$ cat src/rtl/eep_pkg.sv
package eep_pkg;
  localparam logic [3:0] DEV_TYPE = 4'b1010;
  localparam int STRAP_W = 3;

  typedef enum logic [3:0] {
    ST_IDLE,
    ST_ADDR,
    ST_ACK_DRV,
    ST_ACK_HOLD,
    ST_RX,
    ST_TX,
    ST_TX_REL,
    ST_MACK,
    ST_TX_NEXT,
    ST_WAIT_STOP
  } eep_state_e;

  function automatic int blk_bits(input int blocks);
    int r;
    r = 0;
    while ((1 << r) < blocks) r++;
    return r;
  endfunction
endpackage

$ cat src/rtl/eep_pin_sync.sv
module eep_pin_sync #(
  parameter int SYNC_STAGES = 2
) (
  input  logic clk,
  input  logic rst_n,
  input  logic scl_i,
  input  logic sda_i,
  output logic sda_lvl,
  output logic scl_rise,
  output logic scl_fall,
  output logic bus_start,
  output logic bus_stop
);
  logic [SYNC_STAGES-1:0] scl_ff, sda_ff;
  logic scl_h, sda_h, scl_s, sda_s;

  always_ff @(posedge clk or negedge rst_n) begin
    if (!rst_n) begin
      scl_ff <= '1;
      sda_ff <= '1;
      scl_h  <= 1'b1;
      sda_h  <= 1'b1;
    end else begin
      scl_ff <= {scl_ff[SYNC_STAGES-2:0], scl_i};
      sda_ff <= {sda_ff[SYNC_STAGES-2:0], sda_i};
      scl_h  <= scl_ff[SYNC_STAGES-1];
      sda_h  <= sda_ff[SYNC_STAGES-1];
    end
  end

  assign scl_s     = scl_ff[SYNC_STAGES-1];
  assign sda_s     = sda_ff[SYNC_STAGES-1];
  assign sda_lvl   = sda_s;
  assign scl_rise  = scl_s & ~scl_h;
  assign scl_fall  = ~scl_s & scl_h;
  assign bus_start = scl_s & scl_h & sda_h & ~sda_s;
  assign bus_stop  = scl_s & scl_h & ~sda_h & sda_s;
endmodule

$ cat src/rtl/eep_addr_decode.sv
module eep_addr_decode #(
  parameter int BLOCKS = 8,
  localparam int BLK_BITS = eep_pkg::blk_bits(BLOCKS),
  localparam int BLK_W = (BLK_BITS == 0) ? 1 : BLK_BITS
) (
  input  logic [7:0]                  byte_i,
  input  logic [eep_pkg::STRAP_W-1:0] strap_i,
  output logic                        hit_o,
  output logic                        rw_o,
  output logic [BLK_W-1:0]            blk_o
);
  logic [eep_pkg::STRAP_W-1:0] bit_ok;
  logic [eep_pkg::STRAP_W-1:0] blk_all;

  for (genvar i = 0; i < eep_pkg::STRAP_W; i++) begin : g_bit
    if (i < BLK_BITS) begin : g_blk
      assign bit_ok[i]  = 1'b1;
      assign blk_all[i] = byte_i[1+i];
    end else begin : g_strap
      assign bit_ok[i]  = (byte_i[1+i] == strap_i[i]);
      assign blk_all[i] = 1'b0;
    end
  end

  assign blk_o = blk_all[BLK_W-1:0];
  assign rw_o  = byte_i[0];
  assign hit_o = (byte_i[7:4] == eep_pkg::DEV_TYPE) && (&bit_ok);
endmodule

$ cat src/rtl/eep_addr_ctr.sv
module eep_addr_ctr #(
  parameter int BLOCKS = 8,
  parameter int PAGE_BYTES = 16,
  localparam int BLK_BITS = eep_pkg::blk_bits(BLOCKS),
  localparam int BLK_W = (BLK_BITS == 0) ? 1 : BLK_BITS,
  localparam int ADDR_W = 8 + BLK_BITS,
  localparam int PG_BITS = eep_pkg::blk_bits(PAGE_BYTES)
) (
  input  logic              clk,
  input  logic              rst_n,
  input  logic              ld_blk,
  input  logic [BLK_W-1:0]  blk_i,
  input  logic              ld_word,
  input  logic [7:0]        word_i,
  input  logic              inc_page,
  input  logic              inc_full,
  output logic [ADDR_W-1:0] addr_o
);
  logic [ADDR_W-1:0] addr_q, blk_merged;

  if (BLK_BITS > 0) begin : g_blk
    assign blk_merged = {blk_i[BLK_BITS-1:0], addr_q[7:0]};
  end else begin : g_noblk
    assign blk_merged = addr_q;
  end

  always_ff @(posedge clk or negedge rst_n) begin
    if (!rst_n) addr_q <= '0;
    else if (ld_word) addr_q[7:0] <= word_i;
    else if (ld_blk) addr_q <= blk_merged;
    else if (inc_full) addr_q <= addr_q + 1'b1;
    else if (inc_page) addr_q[PG_BITS-1:0] <= addr_q[PG_BITS-1:0] + 1'b1;
  end

  assign addr_o = addr_q;

  AST_PAGE_STAYS: assert property (@(posedge clk) disable iff (!rst_n)
    (inc_page && !ld_word && !ld_blk && !inc_full)
      |=> addr_q[ADDR_W-1:PG_BITS] == $past(addr_q[ADDR_W-1:PG_BITS]));
  AST_FULL_INC: assert property (@(posedge clk) disable iff (!rst_n)
    (inc_full && !ld_word && !ld_blk) |=> addr_q == $past(addr_q) + 1'b1);
endmodule

$ cat src/rtl/eep_xfer_fsm.sv
module eep_xfer_fsm #(
  parameter int ADDR_W = 11,
  parameter int BLK_W = 3
) (
  input  logic              clk,
  input  logic              rst_n,
  input  logic              sda_lvl,
  input  logic              scl_rise,
  input  logic              scl_fall,
  input  logic              bus_start,
  input  logic              bus_stop,
  input  logic              busy_i,
  input  logic              hit_i,
  input  logic              rw_i,
  input  logic [BLK_W-1:0]  blk_i,
  input  logic [ADDR_W-1:0] addr_i,
  input  logic [7:0]        rd_data_i,
  input  logic              wr_ready_i,
  output logic [7:0]        rx_byte_o,
  output logic              ld_blk_o,
  output logic              ld_word_o,
  output logic              inc_page_o,
  output logic              inc_full_o,
  output logic              sda_oe_o,
  output logic              wr_valid_o,
  output logic [ADDR_W-1:0] wr_addr_o,
  output logic [7:0]        wr_data_o,
  output logic              prog_start_o
);
  import eep_pkg::*;

  eep_state_e state_q, state_n;
  logic [2:0] cnt_q, cnt_n;
  logic [7:0] sh_q, sh_n, tx_q, tx_n;
  logic oe_q, oe_n, rw_q, rw_n, word_q, word_n, wrote_q, wrote_n;
  logic wv_q, wv_n, prog_q, prog_n;
  logic [ADDR_W-1:0] wa_q, wa_n;
  logic [7:0] wd_q, wd_n;
  logic [7:0] rx_byte;

  assign rx_byte = {sh_q[6:0], sda_lvl};
  assign rx_byte_o = rx_byte;

  always_comb begin
    state_n = state_q; cnt_n = cnt_q; sh_n = sh_q; tx_n = tx_q;
    oe_n = oe_q; rw_n = rw_q; word_n = word_q; wrote_n = wrote_q;
    wv_n = wv_q; wa_n = wa_q; wd_n = wd_q; prog_n = 1'b0;
    ld_blk_o = 1'b0; ld_word_o = 1'b0; inc_page_o = 1'b0; inc_full_o = 1'b0;
    if (wv_q && wr_ready_i) wv_n = 1'b0;
    if (bus_stop) begin
      state_n = ST_IDLE;
      oe_n    = 1'b0;
      prog_n  = wrote_q;
      wrote_n = 1'b0;
    end else if (bus_start) begin
      state_n = ST_ADDR;
      cnt_n   = '0;
      oe_n    = 1'b0;
      wrote_n = 1'b0;
    end else begin
      case (state_q)
        ST_ADDR: if (scl_rise) begin
          sh_n = rx_byte;
          if (cnt_q == 3'd7) begin
            if (hit_i && !busy_i) begin
              state_n  = ST_ACK_DRV;
              rw_n     = rw_i;
              word_n   = !rw_i;
              ld_blk_o = 1'b1;
            end else begin
              state_n = ST_IDLE;
            end
          end else cnt_n = cnt_q + 1'b1;
        end
        ST_ACK_DRV: if (scl_fall) begin
          oe_n    = 1'b1;
          state_n = ST_ACK_HOLD;
        end
        ST_ACK_HOLD: if (scl_fall) begin
          cnt_n = '0;
          if (rw_q) begin
            tx_n    = rd_data_i;
            oe_n    = ~rd_data_i[7];
            state_n = ST_TX;
          end else begin
            oe_n    = 1'b0;
            state_n = ST_RX;
          end
        end
        ST_RX: if (scl_rise) begin
          sh_n = rx_byte;
          if (cnt_q == 3'd7) begin
            state_n = ST_ACK_DRV;
            if (word_q) begin
              ld_word_o = 1'b1;
              word_n    = 1'b0;
            end else begin
              wv_n       = 1'b1;
              wa_n       = addr_i;
              wd_n       = rx_byte;
              inc_page_o = 1'b1;
              wrote_n    = 1'b1;
            end
          end else cnt_n = cnt_q + 1'b1;
        end
        ST_TX: begin
          if (scl_fall) begin
            tx_n = {tx_q[6:0], 1'b0};
            oe_n = ~tx_q[6];
          end
          if (scl_rise) begin
            if (cnt_q == 3'd7) begin
              state_n    = ST_TX_REL;
              inc_full_o = 1'b1;
            end else cnt_n = cnt_q + 1'b1;
          end
        end
        ST_TX_REL: if (scl_fall) begin
          oe_n    = 1'b0;
          state_n = ST_MACK;
        end
        ST_MACK: if (scl_rise) state_n = sda_lvl ? ST_WAIT_STOP : ST_TX_NEXT;
        ST_TX_NEXT: if (scl_fall) begin
          tx_n    = rd_data_i;
          oe_n    = ~rd_data_i[7];
          cnt_n   = '0;
          state_n = ST_TX;
        end
        default: ;
      endcase
    end
  end

  always_ff @(posedge clk or negedge rst_n) begin
    if (!rst_n) begin
      state_q <= ST_IDLE; cnt_q <= '0; sh_q <= '0; tx_q <= '0;
      oe_q <= 1'b0; rw_q <= 1'b0; word_q <= 1'b0; wrote_q <= 1'b0;
      wv_q <= 1'b0; wa_q <= '0; wd_q <= '0; prog_q <= 1'b0;
    end else begin
      state_q <= state_n; cnt_q <= cnt_n; sh_q <= sh_n; tx_q <= tx_n;
      oe_q <= oe_n; rw_q <= rw_n; word_q <= word_n; wrote_q <= wrote_n;
      wv_q <= wv_n; wa_q <= wa_n; wd_q <= wd_n; prog_q <= prog_n;
    end
  end

  assign sda_oe_o     = oe_q;
  assign wr_valid_o   = wv_q;
  assign wr_addr_o    = wa_q;
  assign wr_data_o    = wd_q;
  assign prog_start_o = prog_q;

  AST_OE_AFTER_FALL: assert property (@(posedge clk) disable iff (!rst_n)
    !$stable(oe_q) |-> $past(scl_fall || bus_start || bus_stop));
  AST_IDLE_QUIET: assert property (@(posedge clk) disable iff (!rst_n)
    (state_q == ST_IDLE) |-> !oe_q);
  AST_STOP_RELEASE: assert property (@(posedge clk) disable iff (!rst_n)
    bus_stop |=> (state_q == ST_IDLE) && !oe_q);
  AST_START_RESTART: assert property (@(posedge clk) disable iff (!rst_n)
    (bus_start && !bus_stop) |=> (state_q == ST_ADDR) && (cnt_q == 3'd0));
  AST_BUSY_SILENT: assert property (@(posedge clk) disable iff (!rst_n)
    (state_q == ST_ADDR && scl_rise && cnt_q == 3'd7 && busy_i) |=> state_q == ST_IDLE);
  AST_WR_HOLD: assert property (@(posedge clk) disable iff (!rst_n)
    (wv_q && !wr_ready_i) |=> wv_q && $stable(wa_q) && $stable(wd_q));
  AST_PROG_PULSE: assert property (@(posedge clk) disable iff (!rst_n)
    prog_q |=> !prog_q);
endmodule

$ cat src/rtl/eep_slave_top.sv
module eep_slave_top #(
  parameter int BLOCKS = 8,
  parameter int PAGE_BYTES = 16,
  localparam int BLK_BITS = eep_pkg::blk_bits(BLOCKS),
  localparam int BLK_W = (BLK_BITS == 0) ? 1 : BLK_BITS,
  localparam int ADDR_W = 8 + BLK_BITS
) (
  input  logic              clk,
  input  logic              rst_n,
  input  logic              scl_i,
  input  logic              sda_i,
  input  logic [2:0]        strap_i,
  input  logic              busy_i,
  output logic              sda_oe_o,
  output logic [ADDR_W-1:0] rd_addr_o,
  input  logic [7:0]        rd_data_i,
  output logic              wr_valid_o,
  input  logic              wr_ready_i,
  output logic [ADDR_W-1:0] wr_addr_o,
  output logic [7:0]        wr_data_o,
  output logic              prog_start_o
);
  logic sda_lvl, scl_rise, scl_fall, bus_start, bus_stop;
  logic hit, rw;
  logic [BLK_W-1:0] blk;
  logic [7:0] rx_byte;
  logic ld_blk, ld_word, inc_page, inc_full;
  logic [ADDR_W-1:0] addr;

  eep_pin_sync #(.SYNC_STAGES(2)) u_sync (
    .clk(clk), .rst_n(rst_n), .scl_i(scl_i), .sda_i(sda_i),
    .sda_lvl(sda_lvl), .scl_rise(scl_rise), .scl_fall(scl_fall),
    .bus_start(bus_start), .bus_stop(bus_stop));

  eep_addr_decode #(.BLOCKS(BLOCKS)) u_dec (
    .byte_i(rx_byte), .strap_i(strap_i), .hit_o(hit), .rw_o(rw), .blk_o(blk));

  eep_addr_ctr #(.BLOCKS(BLOCKS), .PAGE_BYTES(PAGE_BYTES)) u_ctr (
    .clk(clk), .rst_n(rst_n), .ld_blk(ld_blk), .blk_i(blk),
    .ld_word(ld_word), .word_i(rx_byte), .inc_page(inc_page),
    .inc_full(inc_full), .addr_o(addr));

  eep_xfer_fsm #(.ADDR_W(ADDR_W), .BLK_W(BLK_W)) u_fsm (
    .clk(clk), .rst_n(rst_n), .sda_lvl(sda_lvl), .scl_rise(scl_rise),
    .scl_fall(scl_fall), .bus_start(bus_start), .bus_stop(bus_stop),
    .busy_i(busy_i), .hit_i(hit), .rw_i(rw), .blk_i(blk), .addr_i(addr),
    .rd_data_i(rd_data_i), .wr_ready_i(wr_ready_i), .rx_byte_o(rx_byte),
    .ld_blk_o(ld_blk), .ld_word_o(ld_word), .inc_page_o(inc_page),
    .inc_full_o(inc_full), .sda_oe_o(sda_oe_o), .wr_valid_o(wr_valid_o),
    .wr_addr_o(wr_addr_o), .wr_data_o(wr_data_o), .prog_start_o(prog_start_o));

  assign rd_addr_o = addr;
endmodule

$ cat config.mk
export PLATFORM = sky130hd
export DESIGN_NAME = eep_slave_top
export DESIGN_NICKNAME = d
export VERILOG_FILES = /design/src/rtl/eep_pkg.sv /design/src/rtl/eep_pin_sync.sv /design/src/rtl/eep_addr_decode.sv /design/src/rtl/eep_addr_ctr.sv /design/src/rtl/eep_xfer_fsm.sv /design/src/rtl/eep_slave_top.sv
export SDC_FILE = /design/constraint.sdc
export NUM_CORES = 1
export LEC_CHECK = 0
export CAP_MARGIN = 20
export CORE_UTILIZATION = 55
export DETAILED_ROUTE_END_ITERATION = 8
export PLACE_DENSITY = 0.83
export SLEW_MARGIN = 20
export SYNTH_ARGS = -nofsm -noshare
export SYNTH_HDL_FRONTEND = slang
export SYNTH_SLANG_ARGS = --single-unit
$ cat constraint.sdc
create_clock -name clk -period 5.8 [get_ports clk]
set_input_delay 1.74 -clock clk [delete_from_list [all_inputs] [get_ports clk]]
set_output_delay 1.74 -clock clk [all_outputs]
set_load 0.005 [all_outputs]
==> key figures <==
Floorplanning
  • Die area: 5838 um^2
  • Die height: 76.41 um
  • Number of I/O pins: 50
  • Core Footprint: 5205 um^2
  • Initial Util: 58.51%
  • Die width: 76.41 um
  • Row count: 26

Clocking
  • CTS tree: done
  • # clock sinks: 63
  • Post-CTS setup buffers: 0
  • Later-pin clock latency in the skew report: 340 ps
  • Max clock buf depth: 2
  • Worst-path clk slew: 70 ps
  • Num CTS Buffers: 9
  • H-tree Lvls: 3
  • Cts repair resizes: 0
  • # hold bufs at CTS: 0
  • Clock Root Buffer: clkbuf_8

Final layout
  • Post-route insts no fill: 388
  • N_diodes: 0
  • Fill cells: 376
  • Syn-to-layout area delta: 24.12%
  • Util after Layout: 72.62%
  • Proportion of layout cells with a drive suffix above 1: 22.33%
  • Final nets: 333

Critical path
  • Worst-path fanout max: 3
  • Crit Path Category: in2reg
  • Critical path origin: busy_i
  • Reg2reg start: u_fsm.state_q[3]
  • Reg-to-reg endpoint: u_fsm.state_q[2]
  • Critical path required time: 6030 ps
  • Setup slack, reg-to-reg: 3450 ps
  • Cells on worst reg2reg path: 5
  • Crit path to: u_fsm.word_q
  • CP Launch Type: input port
  • Worst EP arrival: 3540 ps
  • Critical Path End Type: register

Power and ir drop
  • VDD IR max: 208.5 uV
  • Pwr dens: 329.6 nW/um^2
  • Total power: 0.001246 W
  • Leak: 1.670 nW

STA
  • Relative slew margins: 46.63%
  • Period Utilization, post-route: 57.19%
  • Max Clk Rate: 301.5 MHz
  • Worst-Margin Slew: 798.9 ps
  • Clock skew: 9.422 ps
  • Final Hold Fails: 0
  • Slew Viols, Final: 0
  • RSZ-0062 raised after global routing: false
  • # setup viols final: 0
  • TNS Setup: 0 ps
  • Final worst path period need: 3317 ps

Place
  • Placed cell count: 372
  • # port buffers: 46
  • Final GP Congestion: 0.8769
  • Final HPWL DP: 4113 um

Global routing
  • All-layer global routing usage: 23.49%
  • GR met1 Demand/Resource: 31.01%
  • Gr busiest metal: met2
  • First-pass GRT wire length: 10570 um
  • Total gr overflow: 0
  • Met2 track demand over resource: 35.95%
  • Vias in the first global route: 2206
  • M3 GR Usage: 5.868%
  • Largest net degree at the start of global routing: 64
  • Initial antenna violation count: 0

Outcome
  • Status: finished clean

Logic synthesis
  • Yosys warns: 0
  • Synth area leader: dfrtp_1
  • FF+latch count, synth: 63
  • Register area share after synthesis: 52.01%
  • Top post-synthesis cells by area: dfrtp_1 47%, mux2_2 13%, dfstp_2 5.2%
  • Distinct cells, synth: 53
  • Post-synth top area share: 46.84%
  • Number of flops mapped to enable cells by yosys: 0
  • Post-Syn Area: 3045 um^2
  • Syn nets: 286
  • Synthesized instance count: 266
  • Post-synthesis async set-or-reset flop share: 100.0%
  • Top FF cell, synth: dfrtp_1
  • Syn avg cell area: 11.45 um^2

Routing
  • DRT Wirelength: 6010 um
  • Residual DRC count: 0
  • Final ANT Viol Nets: 0
  • Wire length per cell: 15.49 um
  • Post-DR vias/cell: 5.771
  • DRT Pass-1 Iters: 5
  • Vias: 2239
  • DRT iter0 DRCs: 234

Worst hold path
  • Worst min path class: reg2reg

Run
  • Max-cap viol count: 0
## flip-flops by register name, summed over array words and instances (netlist names)
signal and flops:
u_fsm.cnt_q 3, u_fsm.wrote_q 1, u_sync.scl_h 1, u_fsm.wr_data_o 8
u_sync.sda_ff 2, u_sync.scl_ff 2, u_fsm.word_q 1, u_fsm.wr_addr_o 11
u_fsm.tx_q 7, u_fsm.rw_q 1, u_fsm.wr_valid_o 1, u_fsm.prog_start_o 1
u_fsm.sda_oe_o 1, u_fsm.sh_q 7, u_sync.sda_h 1, u_fsm.state_q 4
u_ctr.addr_o 11
## placed cells by master, fill, tap and decap left out, drive strengths merged, types with 2 or more instances in the layout
cell and instances:
nand3 5, bufinv 2, and3 5, clkinv 2, nor4 4, dfrtp 57, nor2 15, mux2i 7
a221o 3, nor3 6, nand2 22, o22ai 2, nor3b 2, or2 5, nand4 3, nand2b 6
o211ai 3, buf 4, o21ai 14, dfstp 6, nor4b 3, a21oi 7, nand3b 2, inv 4
clkdlybuf4s50 45, a21boi 2, o32a 2, xnor2 4, and3b 2, ha 3, clkbuf 11, mux2 36
a21o 2, a22o 4
## layout make-up
type	count	area [um^2]	area share, %
sequential	63	1584	41.91
multi-input combinational	186	1393	36.84
timing repair buffer	49	478.0	12.64
clock buffer	11	141.4	3.740
tap	70	87.58	2.317
clock inverter	5	81.33	2.152
inverter	4	15.01	0.3972
## routing by layer
metal / share of wire (%) / routed length, um
met5: 0 / 0
met4: 2.4 / 145
met3: 5.1 / 305
met2: 48 / 2858
met1: 45 / 2701
## critical path: stages
cell	delay (ps)
clkdlybuf4s50_1	390
nand4bb_1	300
or2_2	370
a21boi_0	130
nor4_1	240
mux2_2	380
## how the worst min path moves through the flow
stage,from,to,slack [ps],cells after the start
after floorplan,u_sync.scl_ff[0],u_sync.scl_ff[1],350,0
after global placement,u_sync.sda_ff[0],u_sync.sda_ff[1],350,0
after detailed placement,u_sync.sda_ff[0],u_sync.sda_ff[1],350,0
after CTS,u_sync.sda_ff[0],u_sync.sda_ff[1],350,0
after global routing,u_sync.sda_ff[0],u_sync.sda_ff[1],360,0
final,u_sync.sda_ff[0],u_sync.sda_ff[1],350,0
## power by group
group	switching [W]	leakage [nW]	total, W	internal [W]
Combinational	0.000112	0.747	0.000250	0.000139
Clock	0.000166	0.110	0.000420	0.000254
Sequential	0.0000834	0.813	0.000575	0.000492
Total	0.000362	1.67	0.00125	0.000884
## cells in the mapped netlist (all sizes together), types with 2 or more instances
master  count
mux2i       7
buf         8
nand2      22
xnor2       4
o211ai      3
nand3b      2
mux2       36
and3b       2
nor3b       2
and3        5
nand4       3
nor4        4
o32a        2
nand3       5
nor2       15
a21o        2
o21ai      14
clkbuf      5
a221o       3
a21boi      2
o22ai       2
nor3        6
a22o        4
or2         5
nor4b       3
a21oi       7
nand2b      6
ha          3
dfrtp      57
dfstp       6
inv         4
## logic make-up (layout without fill, tap and decap cells)
family / after synthesis / after routing / synth area share [%]
buf+inv: 17 / 69 / 2.465
compound gates: 49 / 49 / 11.05
xor+xnor: 5 / 5 / 1.438
simple gates: 86 / 86 / 16.19
mux: 43 / 43 / 15.61
fa+ha+maj: 3 / 3 / 1.233
flops: 63 / 63 / 52.01
## per-stage QoR
stage	worst slack [ps]	hold slack [ps]	cell area, um^2
2_1_floorplan	2738	345.2	3045
3_3_place_gp	2188	345.5	3557
3_5_place_dp	2187	347.3	3557
4_1_cts	2522	354.6	3780
5_1_grt	2435	357.0	3780
6_report	2483	354.3	3780
Power figures use the tool's default switching activity.
